===== config.mk =====
export PLATFORM = sky130hd
export DESIGN_NAME = syn_match_corrector
export DESIGN_NICKNAME = d
export VERILOG_FILES = /design/src/rtl/syn_match_corrector.sv
export SDC_FILE = /design/constraint.sdc
export NUM_CORES = 1
export LEC_CHECK = 0
export BUFFER_PORTS_ARGS = -buffer_cell sky130_fd_sc_hd__buf_4
export CORE_ASPECT_RATIO = 1.75
export CORE_MARGIN = 1.5
export CORE_UTILIZATION = 44
export DETAILED_ROUTE_END_ITERATION = 12
export PLACE_DENSITY = 0.67
export SYNTH_ARGS = -nofsm -noshare
export SYNTH_HDL_FRONTEND = slang
export SYNTH_SLANG_ARGS = --single-unit
export TNS_END_PERCENT = 10

===== constraint.sdc =====
create_clock -name clk -period 4.9 [get_ports clk]
set_clock_uncertainty 0.15 [all_clocks]
set_input_delay 0.98 -clock clk [delete_from_list [all_inputs] [get_ports clk]]
set_output_delay 0.98 -clock clk [all_outputs]
set_load 0.05 [all_outputs]

===== src/rtl/syn_match_corrector.sv =====
module syn_match_corrector #(
  parameter int SYM_W = 8,
  parameter int DATA_SYMS = 16,
  parameter logic [SYM_W:0] POLY = 9'h11D
) (
  input  logic                          clk,
  input  logic                          rst_n,
  input  logic                          valid_i,
  input  logic [(DATA_SYMS+2)*SYM_W-1:0] cw_i,
  output logic                          valid_o,
  output logic [DATA_SYMS*SYM_W-1:0]    data_o,
  output logic                          corr_o,
  output logic                          det_o
);
  localparam int SYMS   = DATA_SYMS + 2;
  localparam int CW_W   = SYMS * SYM_W;
  localparam int DATA_W = DATA_SYMS * SYM_W;
  localparam int SYN_W  = 2 * SYM_W;

  function automatic logic [SYM_W-1:0] xt(input logic [SYM_W-1:0] x);
    return {x[SYM_W-2:0], 1'b0} ^ (x[SYM_W-1] ? POLY[SYM_W-1:0] : '0);
  endfunction

  function automatic logic [SYM_W-1:0] mul_ap(input logic [SYM_W-1:0] x, input int j);
    logic [SYM_W-1:0] r;
    r = x;
    for (int k = 0; k < j; k++) r = xt(r);
    return r;
  endfunction

  function automatic logic [SYN_W-1:0] col_syn(input int pos);
    logic [SYM_W-1:0] e;
    e = SYM_W'(1) << (pos % SYM_W);
    return {mul_ap(e, pos / SYM_W), e};
  endfunction

  logic [SYM_W-1:0] s_lo, s_hi;
  logic [SYN_W-1:0] syn;
  logic [CW_W-1:0]  match;
  logic             corr_n, det_n;

  always_comb begin
    s_lo = '0;
    s_hi = '0;
    for (int j = 0; j < SYMS; j++) begin
      s_lo = s_lo ^ cw_i[j*SYM_W +: SYM_W];
      s_hi = s_hi ^ mul_ap(cw_i[j*SYM_W +: SYM_W], j);
    end
  end

  assign syn = {s_hi, s_lo};

  for (genvar i = 0; i < CW_W; i++) begin : g_cmp
    localparam logic [SYN_W-1:0] PAT = col_syn(i);
    assign match[i] = (syn == PAT);
  end

  assign corr_n = |match;
  assign det_n  = (syn != '0) && !corr_n;

  always_ff @(posedge clk) begin
    if (!rst_n) begin
      valid_o <= 1'b0;
      corr_o  <= 1'b0;
      det_o   <= 1'b0;
      data_o  <= '0;
    end else begin
      valid_o <= valid_i;
      corr_o  <= valid_i && corr_n;
      det_o   <= valid_i && det_n;
      if (valid_i) data_o <= cw_i[DATA_W-1:0] ^ match[DATA_W-1:0];
    end
  end


  one_match_chk: assert property (@(posedge clk) disable iff (!rst_n)
    $onehot0(match));


  flag_mutex_chk: assert property (@(posedge clk) disable iff (!rst_n)
    !(corr_o && det_o));


  latency_chk: assert property (@(posedge clk) disable iff (!rst_n)
    valid_i |=> valid_o);


  no_spurious_chk: assert property (@(posedge clk) disable iff (!rst_n)
    !valid_i |=> !valid_o);


  idle_hold_chk: assert property (@(posedge clk) disable iff (!rst_n)
    !valid_i |=> ($stable(data_o) && !corr_o && !det_o));


  clean_pass_chk: assert property (@(posedge clk) disable iff (!rst_n)
    (valid_i && syn == '0) |=> (!corr_o && !det_o && data_o == $past(cw_i[DATA_W-1:0])));
endmodule


==> metrics.md <==
| Metric | Value |
|---|---|
| Outcome | `finished clean` |
| Setup WS post-layout | `0.0650 ns` |
| Highest net fanout along the worst path | `7` |
| Root buffer cell | `sky130_fd_sc_hd__clkbuf_16` |
| Internal power summed over all cells | `0.00857 W` |
| Antenna violations before repair | `0` |
| Async SR Flop Fraction | `0%` |
| Syn Inst Count | `1,334` |
| Number of filler cells placed in the layout | `2,120` |
| Antenna Diode Count | `0` |
| Starting DRT DRC Count | `1,193` |
| Static power due to leakage | `7.78 nW` |
| Std-Cell Core Area | `26,500 µm²` |
| Finished Layout Cells | `2,331` |
| Cell Count Post-Placement | `2,293` |
| Crit path buffers/inverters | `5` |
| Most frequent CP cell | `sky130_fd_sc_hd__buf_4` |
| Global router's overall resource usage | `47.4%` |
| Wire length of the first global-routing pass | `92.2 mm` |
| Number of enable-type register cells in the synthesized netlist | `0` |
| Multi-input gate area in the final layout | `8990 µm²` |
| Syn nets | `1,481` |
| Sequential Power Share | `6.8%` |
| Net switching share of the total power | `51.1%` |
| Critical path capture point type | `flip-flop` |
| I/O Buffers | `277` |
| Most instantiated flip-flop cell in the synthesis netlist | `sky130_fd_sc_hd__dfxtp_1` |
| Total power draw | `0.0175 W` |
| Largest vdd supply drop | `1.34 mV` |
| H-tree depth | `4` |
| Total via count after detailed routing | `13,600` |
| Final worst path period need | `4.84 ns` |
| DRC | `0` |
| Utilization after layout | `69.2%` |
| Pre-antenna DRT Iters | `5` |
| Path type of the worst min-delay path | `reg -> reg` |
| Hpwl dp | `54.2 mm` |
| Average vias per placed instance | `5.83` |
| Required time at the endpoint of the critical path | `5.15 ns` |
| Clock buffers created by TritonCTS | `17` |
| Horizontal die dimension | `127 µm` |
| Final antenna-violating net count | `0` |
| Part of the Yosys area used for sequential elements | `22.1%` |
| Net count of the finished layout | `2,141` |
| Final Cycle Share | `98.7%` |
| Startpoint class of the critical path | `primary input` |
| Avg WL per Cell | `28.6 µm` |
| Part of the total power dissipated in the clock network | `7.8%` |
| Design Area, Final | `18,300 µm²` |
| Area added between synthesis and finish | `54.8%` |
| CP max stage delay | `0.45 ns` |
| Number of distinct library cells after synthesis | `68` |
| Setup WS pre-CTS | `-0.883 ns` |
| Clk slew on worst S/H paths | `0.07 ns` |
| Normalized max-slew margin | `40.2%` |
| Routability congestion estimate from global placement | `1.12` |
| Startpoint-to-endpoint class of the critical path | `in -> reg` |
| Actual transition at the worst max-transition pin | `0.896 ns` |
| Layout cell share with drive strength beyond 1 | `42.9%` |
| Flops & latches, synth | `131` |
| Cell-by-cell trace of the critical path | `buf_4 > xnor3_1 > xnor2_2 > buf_4 > xnor3_2 > xnor3_1 > xnor3_1 > xnor3_2 > o211ai_1 > buf_4 > a21oi_1 > buf_4 > o31ai_4 > nand4_1 > nor4_1 > buf_4 > and4_1` |
| CTS tree | `built` |
| Height of the die | `220 µm` |
| Area used by sequential logic in the layout | `2620 µm²` |
| Top-Level Pins | `278` |
| Total of warnings raised by yosys | `0` |
| FMAX | `207 MHz` |
| Clock Tree Buf Depth | `2` |
| Via count of the first global-routing pass | `13,700` |
| Number of violations of the max-capacitance limit | `0` |
| Effective utilization at floorplan | `44.7%` |
| Number of hold-slack violations in the final timing report | `0` |
| Die area | `28,000 µm²` |
| Wirelength, routed | `66.7 mm` |
| Net load switching power | `0.00895 W` |
| Worst path top cell family by delay | `XOR/XNOR gates` |
| Crit path arrival time | `5.08 ns` |
| Pin count of the biggest net entering global routing | `104` |
| Slowest CP cell | `sky130_fd_sc_hd__xnor3_1` |
| Count of clock tree sinks | `131` |
| Grt ovf | `0` |
| Mean cell area of the mapped netlist | `8.88 µm²` |
| Ratio of total power to cell area | `956 nW/µm²` |
| Area post-placement | `17,400 µm²` |
| Number of slew-limit violations in the final report | `0` |
| Number of failing setup endpoints in the final timing report | `0` |
| Clock latency reported for the late side of the worst-skew pair | `0.45 ns` |
| Portion of total power attributed to combinational logic | `85.4%` |
| Unrepaired setup endpoints after global routing | `yes` |
| Cell area after synthesis | `11,800 µm²` |
| Row Count | `79` |
synthesized netlist by cell type, types with 6 or more instances:
cell	number	share of area (%)
sky130_fd_sc_hd__a211oi_1	131	8.3
sky130_fd_sc_hd__buf_2	22	0.93
sky130_fd_sc_hd__clkbuf_1	71	2.2
sky130_fd_sc_hd__dfxtp_1	131	22
sky130_fd_sc_hd__nand2_1	24	0.76
sky130_fd_sc_hd__nand3_1	6	0.25
sky130_fd_sc_hd__nand4_1	15	0.79
sky130_fd_sc_hd__nor2_1	246	7.8
sky130_fd_sc_hd__nor2_2	6	0.32
sky130_fd_sc_hd__nor3_1	26	1.1
sky130_fd_sc_hd__nor3_2	12	1.0
sky130_fd_sc_hd__nor4_1	12	0.63
sky130_fd_sc_hd__o211ai_1	7	0.44
sky130_fd_sc_hd__o22a_1	6	0.44
sky130_fd_sc_hd__o22ai_1	11	0.58
sky130_fd_sc_hd__o32ai_1	9	0.67
sky130_fd_sc_hd__or2_1	8	0.42
sky130_fd_sc_hd__or2_2	6	0.32
sky130_fd_sc_hd__or3_1	10	0.53
sky130_fd_sc_hd__xnor2_1	378	28
sky130_fd_sc_hd__xnor2_2	8	1.1
sky130_fd_sc_hd__xnor3_1	55	10
sky130_fd_sc_hd__xor2_1	47	3.5
cells in the final DEF (no fill, tap or decap), types with 12 or more instances in the layout:
master,n
sky130_fd_sc_hd__xnor3_2,13
sky130_fd_sc_hd__a211oi_1,131
sky130_fd_sc_hd__nor3_1,23
sky130_fd_sc_hd__nand4_1,15
sky130_fd_sc_hd__xnor2_1,369
sky130_fd_sc_hd__dfxtp_1,131
sky130_fd_sc_hd__nor3_2,12
sky130_fd_sc_hd__xor2_1,44
sky130_fd_sc_hd__xnor3_1,45
sky130_fd_sc_hd__nor2_1,246
sky130_fd_sc_hd__nand2_1,24
sky130_fd_sc_hd__xnor2_2,15
sky130_fd_sc_hd__clkbuf_16,17
sky130_fd_sc_hd__buf_4,731
power groups by stage:
| stage | Sequential [W] | Clock (W) | Combinational, W |
|---|---|---|---|
| 4_1_cts | 0.00118 | 0.00137 | 0.0139 |
| 5_1_grt | 0.00119 | 0.00141 | 0.0153 |
| 2_1_floorplan | 0.00146 | 0 | 0.00589 |
| 6_report | 0.00119 | 0.00137 | 0.0150 |
| 3_3_place_gp | 0.00121 | 0 | 0.0139 |
| 3_5_place_dp | 0.00121 | 0 | 0.0138 |
routing by layer:
metal / share of wire [%] / GRT usage [%] / wire length [µm]
met3: 8.0 / 10.9 / 5330
met5: 0 / 0 / 0
met1: 31 / 45.9 / 20900
met4: 13 / 50.8 / 8690
met2: 48 / 79.4 / 31700
final timing paths:
check	cells after the start	start	slack, ns	end
worst max register to register	2	data_o[102]	3.89	data_o[102]
worst min register to register	2	data_o[26]	0.34	data_o[26]
worst max-delay path	17	cw_i[85]	0.06	det_o
worst min-delay path	2	data_o[26]	0.34	data_o[26]
registers in the layout, indices dropped and copies added (netlist names):
signal,cells
corr_o,1
data_o,128
det_o,1
valid_o,1
stage by stage:
stage	setup TNS, ns	hold WS (ns)
after floorplan	0	0.553
after global placement	-21.79	0.324
after detailed placement	-20.63	0.327
after CTS	0	0.336
after global routing	-0.0348	0.351
final	0	0.336
what timing repair did:
item,in CTS,in global routing
hold buffers,0,0
hold endpoints to repair,0,0
gates resized for setup,5,40
setup endpoints to repair,5,21
pin swaps,1,15
buffers inserted,2,4
area by class of cell:
class                   count  share of cell area (%)
clock buffers              17                    2.32
well taps                 324                    2.21
flip-flops and latches    131                    14.3
repair buffers            742                    31.0
multi-input cells        1098                    49.0
clock inverters            15                    1.02
inverters                   4                  0.0887
cell families after synthesis:
group           after synthesis  share of synthesized area, %
buf+inv                     105                          3.91
xor+xnor                    497                          44.9
flops                       131                          22.1
compound gates              210                          13.8
mux                           2                         0.169
simple gates                389                          15.1
tightest hold or removal path, delay by kind of cell (launching register included):
family | cells | cell delay [ns]
AND/OR/NAND/NOR | 1 | 0.08
AO/OA/AOI/OAI | 1 | 0.05
flip-flops | 1 | 0.31
No activity file was read; power rests on OpenSTA's default activity.
